==> src/rtl/uart_tx_pkg.sv <==
package uart_tx_pkg;

    typedef enum logic [2:0] {
        S_IDLE,
        S_START,
        S_DATA,
        S_PAR,
        S_STOP,
        S_BREAK
    } tx_state_t;

endpackage

==> src/rtl/uart_tx_slot_timer.sv <==
module uart_tx_slot_timer #(
    parameter int OS    = 16,
    parameter int CNT_W = $clog2(2*OS+1)
) (
    input  logic             clk,
    input  logic             rst_n,
    input  logic             tick,
    input  logic             hold,
    input  logic [CNT_W-1:0] limit,
    output logic             slot_end
);
    logic [CNT_W-1:0] cnt_q;

    assign slot_end = tick && !hold && (cnt_q == limit - CNT_W'(1));

    always_ff @(posedge clk or negedge rst_n) begin
        if (!rst_n) begin
            cnt_q <= '0;
        end else if (hold) begin
            cnt_q <= '0;
        end else if (tick) begin
            if (cnt_q == limit - CNT_W'(1)) cnt_q <= '0;
            else                            cnt_q <= cnt_q + CNT_W'(1);
        end
    end

    // slot counter never exceeds the longest stop slot
    assert_cnt_range_R4: assert property (@(posedge clk) disable iff (!rst_n)
        cnt_q < CNT_W'(2*OS));

endmodule

==> src/rtl/uart_tx_gap.sv <==
module uart_tx_gap #(
    parameter int OS     = 16,
    parameter int IDLE_W = 8
) (
    input  logic              clk,
    input  logic              rst_n,
    input  logic              tick,
    input  logic              arm,
    input  logic [IDLE_W-1:0] idle_bits,
    output logic              go_ok,
    output logic              zero_gap,
    output logic              idle_done
);
    localparam int TGT_W = IDLE_W + $clog2(OS) + 1;

    logic [TGT_W-1:0] target;
    logic [TGT_W-1:0] cnt_q;
    logic [TGT_W-1:0] cnt_inc;
    logic             met_q;
    logic             reach;
    logic             done_q;

    assign target    = TGT_W'(idle_bits) * TGT_W'(OS);
    assign zero_gap  = (idle_bits == '0);
    assign cnt_inc   = cnt_q + TGT_W'(1);
    assign reach     = (cnt_inc >= target);
    assign go_ok     = met_q || (tick && !arm && reach);
    assign idle_done = done_q;

    always_ff @(posedge clk or negedge rst_n) begin
        if (!rst_n) begin
            cnt_q  <= '0;
            met_q  <= 1'b1;
            done_q <= 1'b0;
        end else if (arm) begin
            cnt_q  <= '0;
            met_q  <= zero_gap;
            done_q <= zero_gap;
        end else if (tick && !met_q) begin
            cnt_q  <= cnt_inc;
            met_q  <= reach;
            done_q <= reach;
        end else begin
            done_q <= 1'b0;
        end
    end

    // one pulse per quiet period
    assert_idle_single_R11: assert property (@(posedge clk) disable iff (!rst_n)
        idle_done |=> !idle_done);

endmodule

==> src/rtl/uart_tx_fsm.sv <==
module uart_tx_fsm
    import uart_tx_pkg::*;
#(
    parameter int OS     = 16,
    parameter int DATA_W = 8,
    parameter int BRK_W  = 8,
    parameter int CNT_W  = $clog2(2*OS+1)
) (
    input  logic              clk,
    input  logic              rst_n,
    input  logic              baud_tick,
    input  logic              fifo_empty,
    input  logic [DATA_W-1:0] fifo_data,
    input  logic [1:0]        cfg_len,
    input  logic              cfg_par_en,
    input  logic              cfg_par_odd,
    input  logic [1:0]        cfg_stop,
    input  logic              brk_req,
    input  logic [BRK_W-1:0]  brk_count,
    input  logic              slot_end,
    input  logic              go_ok,
    input  logic              zero_gap,
    output logic              fifo_pop,
    output logic [CNT_W-1:0]  slot_limit,
    output logic              timer_hold,
    output logic              line_raw,
    output logic              arm,
    output logic              tx_done,
    output logic              brk_done,
    output logic              in_idle
);
    localparam int IDX_W = 4;

    tx_state_t         state_q, st_d;
    logic [IDX_W-1:0]  bit_q;
    logic [DATA_W-1:0] sh_q;
    logic              par_q;
    logic [BRK_W-1:0]  brk_left_q;
    logic              brk_stop_q;
    logic              brk_armed_q;
    logic              tx_done_q;
    logic              brk_done_q;

    logic [IDX_W-1:0]  n_data;
    logic [IDX_W-1:0]  n_full;
    logic [CNT_W-1:0]  stop_ticks;
    logic [DATA_W-1:0] mask;
    logic              load_par;
    logic              frame_end;
    logic              brk_end;
    logic              launch_win;
    logic              want_data;
    logic              want_brk;

    always_comb begin
        n_data = IDX_W'(5) + IDX_W'(cfg_len);
        n_full = IDX_W'(1) + n_data + IDX_W'(cfg_par_en);
        unique case (cfg_stop)
            2'd0:    stop_ticks = CNT_W'(OS);
            2'd1:    stop_ticks = CNT_W'(OS + OS/2);
            default: stop_ticks = CNT_W'(2*OS);
        endcase
        mask     = DATA_W'((32'd1 << n_data) - 32'd1);
        load_par = (^(fifo_data & mask)) ^ cfg_par_odd;
    end

    always_comb begin
        frame_end  = (state_q == S_STOP) && slot_end;
        brk_end    = (state_q == S_BREAK) && brk_stop_q && slot_end &&
                     (brk_left_q <= BRK_W'(1));
        launch_win = (state_q == S_IDLE) ? (baud_tick && go_ok)
                                         : ((frame_end || brk_end) && zero_gap);
        want_data  = launch_win && !fifo_empty;
        want_brk   = launch_win && fifo_empty && brk_req && brk_armed_q;
    end

    // next-state logic
    always_comb begin
        st_d = state_q;
        unique case (state_q)
            S_IDLE: begin
                if (want_data)     st_d = S_START;
                else if (want_brk) st_d = S_BREAK;
            end
            S_START: if (slot_end) st_d = S_DATA;
            S_DATA: begin
                if (slot_end && (bit_q == n_data - IDX_W'(1)))
                    st_d = cfg_par_en ? S_PAR : S_STOP;
            end
            S_PAR: if (slot_end) st_d = S_STOP;
            S_STOP, S_BREAK: begin
                if (frame_end || brk_end) begin
                    if (want_data)     st_d = S_START;
                    else if (want_brk) st_d = S_BREAK;
                    else               st_d = S_IDLE;
                end
            end
            default: st_d = S_IDLE;
        endcase
    end

    // state register and datapath
    always_ff @(posedge clk or negedge rst_n) begin
        if (!rst_n) begin
            state_q     <= S_IDLE;
            bit_q       <= '0;
            sh_q        <= '0;
            par_q       <= 1'b0;
            brk_left_q  <= '0;
            brk_stop_q  <= 1'b0;
            brk_armed_q <= 1'b1;
            tx_done_q   <= 1'b0;
            brk_done_q  <= 1'b0;
        end else begin
            state_q    <= st_d;
            tx_done_q  <= frame_end && fifo_empty;
            brk_done_q <= brk_end;
            if (!brk_req)      brk_armed_q <= 1'b1;
            else if (want_brk) brk_armed_q <= 1'b0;

            if (want_data) begin
                sh_q  <= fifo_data;
                par_q <= load_par;
                bit_q <= '0;
            end else if (want_brk) begin
                bit_q      <= '0;
                brk_stop_q <= 1'b0;
                brk_left_q <= (brk_count == '0) ? BRK_W'(1) : brk_count;
            end else if (slot_end) begin
                if (state_q == S_DATA) begin
                    sh_q  <= sh_q >> 1;
                    bit_q <= (bit_q == n_data - IDX_W'(1)) ? '0 : bit_q + IDX_W'(1);
                end else if (state_q == S_BREAK) begin
                    if (!brk_stop_q) begin
                        if (bit_q == n_full - IDX_W'(1)) begin
                            brk_stop_q <= 1'b1;
                            bit_q      <= '0;
                        end else begin
                            bit_q <= bit_q + IDX_W'(1);
                        end
                    end else if (brk_left_q > BRK_W'(1)) begin
                        brk_left_q <= brk_left_q - BRK_W'(1);
                        brk_stop_q <= 1'b0;
                    end
                end
            end
        end
    end

    // outputs
    always_comb begin
        fifo_pop   = want_data;
        arm        = frame_end || brk_end;
        timer_hold = (state_q == S_IDLE);
        in_idle    = (state_q == S_IDLE);
        tx_done    = tx_done_q;
        brk_done   = brk_done_q;
        slot_limit = ((state_q == S_STOP) || ((state_q == S_BREAK) && brk_stop_q))
                     ? stop_ticks : CNT_W'(OS);
        unique case (state_q)
            S_IDLE:  line_raw = 1'b1;
            S_START: line_raw = 1'b0;
            S_DATA:  line_raw = sh_q[0];
            S_PAR:   line_raw = par_q;
            S_STOP:  line_raw = 1'b1;
            S_BREAK: line_raw = 1'b0;
            default: line_raw = 1'b1;
        endcase
    end

    assert_state_on_tick_R12: assert property (@(posedge clk) disable iff (!rst_n)
        !baud_tick |=> $stable(state_q));

    assert_pop_legal_R6: assert property (@(posedge clk) disable iff (!rst_n)
        fifo_pop |-> (!fifo_empty && baud_tick));

    assert_pop_starts_R2: assert property (@(posedge clk) disable iff (!rst_n)
        fifo_pop |=> (state_q == S_START));

endmodule

==> src/rtl/uart_tx_line.sv <==
module uart_tx_line (
    input  logic clk,
    input  logic rst_n,
    input  logic raw,
    input  logic invert,
    output logic txd
);
    always_ff @(posedge clk or negedge rst_n) begin
        if (!rst_n) txd <= 1'b1;
        else        txd <= raw ^ invert;
    end
endmodule

==> src/rtl/uart_tx_break.sv <==
module uart_tx_break #(
    parameter int OS     = 16,
    parameter int DATA_W = 8,
    parameter int BRK_W  = 8,
    parameter int IDLE_W = 8
) (
    input  logic              clk,
    input  logic              rst_n,
    input  logic              baud_tick,
    input  logic              fifo_empty,
    input  logic [DATA_W-1:0] fifo_data,
    output logic              fifo_pop,
    input  logic [1:0]        cfg_data_len,
    input  logic              cfg_parity_en,
    input  logic              cfg_parity_odd,
    input  logic [1:0]        cfg_stop_len,
    input  logic              cfg_invert,
    input  logic [IDLE_W-1:0] cfg_idle_bits,
    input  logic              brk_req,
    input  logic [BRK_W-1:0]  brk_count,
    output logic              txd,
    output logic              tx_done,
    output logic              brk_done,
    output logic              idle_done
);
    localparam int CNT_W = $clog2(2*OS+1);

    logic             slot_end;
    logic             go_ok;
    logic             zero_gap;
    logic [CNT_W-1:0] slot_limit;
    logic             timer_hold;
    logic             line_raw;
    logic             arm;
    logic             in_idle;

    uart_tx_slot_timer #(.OS(OS), .CNT_W(CNT_W)) i_timer (
        .clk(clk), .rst_n(rst_n), .tick(baud_tick), .hold(timer_hold),
        .limit(slot_limit), .slot_end(slot_end)
    );

    uart_tx_gap #(.OS(OS), .IDLE_W(IDLE_W)) i_gap (
        .clk(clk), .rst_n(rst_n), .tick(baud_tick), .arm(arm),
        .idle_bits(cfg_idle_bits), .go_ok(go_ok), .zero_gap(zero_gap),
        .idle_done(idle_done)
    );

    uart_tx_fsm #(.OS(OS), .DATA_W(DATA_W), .BRK_W(BRK_W), .CNT_W(CNT_W)) i_fsm (
        .clk(clk), .rst_n(rst_n), .baud_tick(baud_tick),
        .fifo_empty(fifo_empty), .fifo_data(fifo_data),
        .cfg_len(cfg_data_len), .cfg_par_en(cfg_parity_en),
        .cfg_par_odd(cfg_parity_odd), .cfg_stop(cfg_stop_len),
        .brk_req(brk_req), .brk_count(brk_count),
        .slot_end(slot_end), .go_ok(go_ok), .zero_gap(zero_gap),
        .fifo_pop(fifo_pop), .slot_limit(slot_limit), .timer_hold(timer_hold),
        .line_raw(line_raw), .arm(arm), .tx_done(tx_done), .brk_done(brk_done),
        .in_idle(in_idle)
    );

    uart_tx_line i_line (
        .clk(clk), .rst_n(rst_n), .raw(line_raw), .invert(cfg_invert), .txd(txd)
    );

    assert_idle_level_R1: assert property (@(posedge clk) disable iff (!rst_n)
        in_idle |=> (txd == !$past(cfg_invert)));

    assert_done_exclusive_R7: assert property (@(posedge clk) disable iff (!rst_n)
        !(tx_done && brk_done));

endmodule

==> config.mk <==
export PLATFORM = sky130hd
export DESIGN_NAME = uart_tx_break
export DESIGN_NICKNAME = d
export VERILOG_FILES = /design/src/rtl/uart_tx_pkg.sv /design/src/rtl/uart_tx_slot_timer.sv /design/src/rtl/uart_tx_gap.sv /design/src/rtl/uart_tx_fsm.sv /design/src/rtl/uart_tx_line.sv /design/src/rtl/uart_tx_break.sv
export SDC_FILE = /design/constraint.sdc
export NUM_CORES = 1
export LEC_CHECK = 0
export CORE_MARGIN = 2
export CORE_UTILIZATION = 48
export DETAILED_ROUTE_END_ITERATION = 8
export GPL_TIMING_DRIVEN = 0
export PLACE_DENSITY = 0.7
export SLEW_MARGIN = 40
export SYNTH_ARGS = -nofsm -noshare
export SYNTH_HDL_FRONTEND = slang
export SYNTH_SLANG_ARGS = --single-unit
==> constraint.sdc <==
create_clock -name clk -period 7.7 [get_ports clk]
set_clock_uncertainty 0.1 [all_clocks]
set_input_delay 1.54 -clock clk [delete_from_list [all_inputs] [get_ports clk]]
set_output_delay 1.54 -clock clk [all_outputs]
set_load 0.02 [all_outputs]
==> results.cfg, run 1 <==
[floorplanning]
initial_utilization_pct = 49.3
floorplan.die.height_um = 89.8
chipWidth_um = 89.8
fp.coreArea_um2 = 7180
boundaryPins = 41
dieArea_um2 = 8070
placementRows = 31

[grt]
grt_first_pass_wirelength_um = 12900
grt_remaining_overflow = 0
vias_in_the_first_global_route = 2816
grt_usage_pct = 19.3
grt_max_degree = 40
grt_antenna_before_repair = 0

[logic_synthesis]
synth_seq_cells = 50
synth.largest_area_cell = sky130_fd_sc_hd__dfrtp_1
synth_edf_count = 0
yosys_most_used_dff = sky130_fd_sc_hd__dfrtp_1
syn_area_per_cell_um2 = 9.43
synth_compound_area_share_pct = 13.2
yosys.area_share.xor_xnor_pct = 9.41
ys_warn_count = 0
netlist.area_leader.share_pct = 33.3
adder_cell_fraction_of_synth_area_pct = 7.99
dominant_combinational_cell_family_by_area_after_synthesis = simple AND/OR/NAND/NOR gates
synth_cell_types = 61
synth-async-reset-ratio_pct = 100
seq_area_frac_synth_pct = 35.5
yosys-mux-area-fraction_pct = 6.76
syn_nets = 433
yosys.area_share.simple_pct = 23.1
mappedNetlistArea_um2 = 3540
netlist_instances = 375
ys_top_cells_by_area = sky130_fd_sc_hd__dfrtp_1 (33%), sky130_fd_sc_hd__ha_1 (7.4%), sky130_fd_sc_hd__xor2_1 (5.7%)

[worst_setup_path]
critPathKind = in -> out
critical_path.slowest_cell = sky130_fd_sc_hd__clkdlybuf4s50_1
worstPathCellList = clkdlybuf4s50_1 -> nand2b_1 -> nor3_1 -> ha_1 -> xor2_1 -> nor3_1 -> o21ai_2 -> or4_4 -> and2_4 -> nor2_8 -> clkdlybuf4s50_1
worstPathArrival_ns = 5.08
cp_max_fo = 10
worstPathRequired_ns = 6.06
cp_slowest_stage_delay_ns = 0.65
category_of_the_worst_setup_path_launch_point = input port
timing.critical_path.to_type = output port
reg2reg_slack_ns = 3.74
timing.critical_path.buf_inv = 2
critPathTopFamily = simple AND/OR/NAND/NOR gates

[finish]
final_core_density_pct = 58.1
ff_latch_area_um2 = 1250
layout-area-overhead-vs-synth_pct = 17.9
fraction_of_final_layout_cells_with_drive_strength_greater_than_1_pct = 12.1
nets = 480
post-route-cell-area_um2 = 4170
area_of_the_multi_input_gates_um2 = 2140
final_cells = 522
antenna_cells = 0
n_fill_cell = 633

[placement]
routabilityCongestion = 0.853
post_place_cell_area_um2 = 4070
dp.cells = 514
io_buffer_count = 39
detailedPlacementHpwl_um = 5480
dp_slack_ns = 0.982

[routing]
drcViolationCount = 0
1st_pass_router_iterations = 4
drt_iter0_markers = 160
wirelength_met1_um = 3380
post_drt_wl_per_cell_um = 13.8
antenna_left = 0
met2RoutedLength_um = 3480
drt_wl_total_um = 7200
vias_per_cell = 5.40
top_signal_layer_used = met4
route.vias.total = 2821
routed-wl-met3_um = 283

[sta]
setup_viol = 0
grt_setup_unrepaired = false
slew-limit-headroom_pct = 47.4
finalSetupTns_ns = 0
finalHoldViolCount = 0
min_period_ns = 6.72
worst_slew_pin_slew_ns = 0.776
layout_setup_ws_ns = 0.985
fin_worst_hold_slack_ns = 0.405
fmax_ghz = 0.149
final.period_utilization_pct = 87.2
maxSlewViolCount = 0

[power]
internal-power_mw = 0.592
switching_power_share_of_the_total_pct = 36.3
p_sw_mw = 0.337
peakVddDrop_mv = 0.0839
share_comb_of_total_power_pct = 37.8
power.density_nw_per_um2 = 223
p_seq_share_pct = 44.6
clkPwrFrac_pct = 17.6
totalPowerFinal_mw = 0.930
power.static_leakage_nw = 1.81

[clock_tree]
postCtsResizedCells = 0
cts_sinks = 50
clock_tree_from_tritoncts = yes
cts.path.max_buffers = 2
cts_made_buffers = 5
ctsHtreeMaxLevel = 2
insertion_delay_ns = 0.31
cts-hold-fix-buffers = 0
clockRootBuffer = sky130_fd_sc_hd__clkbuf_8
path_clk_slew_ns = 0.10
post_cts_buffers = 0

[worst_hold_path]
min-delay-path-class = reg -> reg

[outcome]
run_status = finished, final reports clean

[job]
drv.max_cap_violation_count = 0
[worst register-to-register path, cell delays in order (launching register included)]
cell                       delay, ns
sky130_fd_sc_hd__dfrtp_1        0.42
sky130_fd_sc_hd__and3_1         0.20
sky130_fd_sc_hd__and3_1         0.23
sky130_fd_sc_hd__nand3_1        0.17
sky130_fd_sc_hd__nor2_1         0.31
sky130_fd_sc_hd__nand3_1        0.14
sky130_fd_sc_hd__xnor2_1        0.15
sky130_fd_sc_hd__ha_1           0.28
sky130_fd_sc_hd__nor2b_1        0.14
sky130_fd_sc_hd__or3_1          0.30
sky130_fd_sc_hd__o311ai_1       0.66
sky130_fd_sc_hd__and2_4         0.36
sky130_fd_sc_hd__nor2_8         0.08
sky130_fd_sc_hd__mux2_4         0.31
[layout by cell type, fill, tap and decap left out, types with 9 or more instances in the layout]
| cell | instances |
|---|---|
| sky130_fd_sc_hd__o21ai_0 | 11 |
| sky130_fd_sc_hd__dfrtp_1 | 47 |
| sky130_fd_sc_hd__ha_1 | 21 |
| sky130_fd_sc_hd__a21oi_1 | 17 |
| sky130_fd_sc_hd__nor2_1 | 37 |
| sky130_fd_sc_hd__inv_1 | 25 |
| sky130_fd_sc_hd__nand2_1 | 30 |
| sky130_fd_sc_hd__clkbuf_1 | 9 |
| sky130_fd_sc_hd__and3_1 | 10 |
| sky130_fd_sc_hd__xnor2_1 | 15 |
| sky130_fd_sc_hd__xor2_1 | 23 |
| sky130_fd_sc_hd__nor3_1 | 15 |
| sky130_fd_sc_hd__clkdlybuf4s50_1 | 38 |
| sky130_fd_sc_hd__nand3_1 | 11 |
[sequential cells by signal, summed over array words and instances (netlist names)]
signal             flops
i_fsm.par_q            1
i_fsm.state_q          3
i_fsm.sh_q             8
i_fsm.bit_q            4
i_fsm.tx_done          1
i_gap.cnt_q           13
i_fsm.brk_stop_q       1
i_gap.idle_done        1
i_fsm.brk_left_q       8
i_fsm.brk_done         1
i_gap.met_q            1
i_timer.cnt_q          6
i_fsm.brk_armed_q      1
i_line.txd             1
[area by class of cell]
| cell class | instances | area share, % |
|---|---|---|
| Buffer | 11 | 1.20 |
| Clock buffer | 6 | 1.98 |
| Clock inverter | 2 | 0.300 |
| Inverter | 25 | 2.25 |
| Multi-Input combinational cell | 289 | 51.4 |
| Sequential cell | 50 | 30.1 |
| Tap cell | 99 | 2.97 |
| Timing Repair Buffer | 40 | 9.78 |
[Yosys cell counts (3+ instances only)]
library cell and instances:
sky130_fd_sc_hd__and3_1 10, sky130_fd_sc_hd__o22ai_1 3, sky130_fd_sc_hd__nand2_1 30, sky130_fd_sc_hd__nand3_1 11, sky130_fd_sc_hd__nor2_1 37, sky130_fd_sc_hd__mux2_4 8
sky130_fd_sc_hd__o21ai_0 11, sky130_fd_sc_hd__and4_1 4, sky130_fd_sc_hd__nor2b_1 4, sky130_fd_sc_hd__xor2_1 23, sky130_fd_sc_hd__or3_1 3, sky130_fd_sc_hd__nor3_1 16
sky130_fd_sc_hd__a21oi_1 17, sky130_fd_sc_hd__o31a_1 3, sky130_fd_sc_hd__nand2b_1 5, sky130_fd_sc_hd__dfrtp_1 47, sky130_fd_sc_hd__a211oi_1 3, sky130_fd_sc_hd__nor4_1 6
sky130_fd_sc_hd__mux2i_1 4, sky130_fd_sc_hd__inv_1 25, sky130_fd_sc_hd__mux2_2 7, sky130_fd_sc_hd__nand4_1 4, sky130_fd_sc_hd__clkbuf_1 9, sky130_fd_sc_hd__ha_1 21
sky130_fd_sc_hd__dfstp_2 3, sky130_fd_sc_hd__xnor2_1 15
[power groups by stage]
stage / Combinational, mW / Clock, mW / Sequential (mW)
floorplan: 0.267 / 0 / 0.405
global placement: 0.342 / 0 / 0.416
detailed placement: 0.351 / 0 / 0.419
CTS: 0.353 / 0.171 / 0.414
global route: 0.396 / 0.180 / 0.426
finish: 0.351 / 0.164 / 0.415
[kinds of logic after synthesis]
family          count (synthesis)
compound gates                 63
xor+xnor                       38
fa+ha+maj                      22
buf+inv                        36
flops                          50
mux                            19
simple gates                  147
[path summary, 6_finish.rpt]
kind                                                      start                              end  cells after the start
worst max-delay path                            cfg_stop_len[1]                         fifo_pop                     11
worst min-delay path            i_fsm.brk_left_q[6]$_DFFE_PN0P_  i_fsm.brk_left_q[6]$_DFFE_PN0P_                      1
worst max register to register       i_gap.cnt_q[0]$_DFFE_PN0P_          i_fsm.par_q$_DFFE_PN0P_                     13
worst min register to register  i_fsm.brk_left_q[6]$_DFFE_PN0P_  i_fsm.brk_left_q[6]$_DFFE_PN0P_                      1
max in group asynchronous                                 rst_n          i_gap.met_q$_DFFE_PN1P_                      2
min in group asynchronous                                 rst_n        i_fsm.sh_q[6]$_DFFE_PN0P_                      1
[layer usage]
| metal | global-route usage, % | up-vias |
|---|---|---|
| li1 | - | 1423 |
| met1 | 25.1 | 1341 |
| met2 | 31.5 | 53 |
| met3 | 5.28 | 4 |
| met4 | 6.15 | 0 |
| met5 | 0 | - |
No activity file was read; power rests on OpenSTA's default activity.
==> run 2: changes to the inputs <==
Settings changed: ABC_AREA from default to 0.
==> results of run 2 <==
No change in the layout: final DEF, timing and power equal those of run 1.
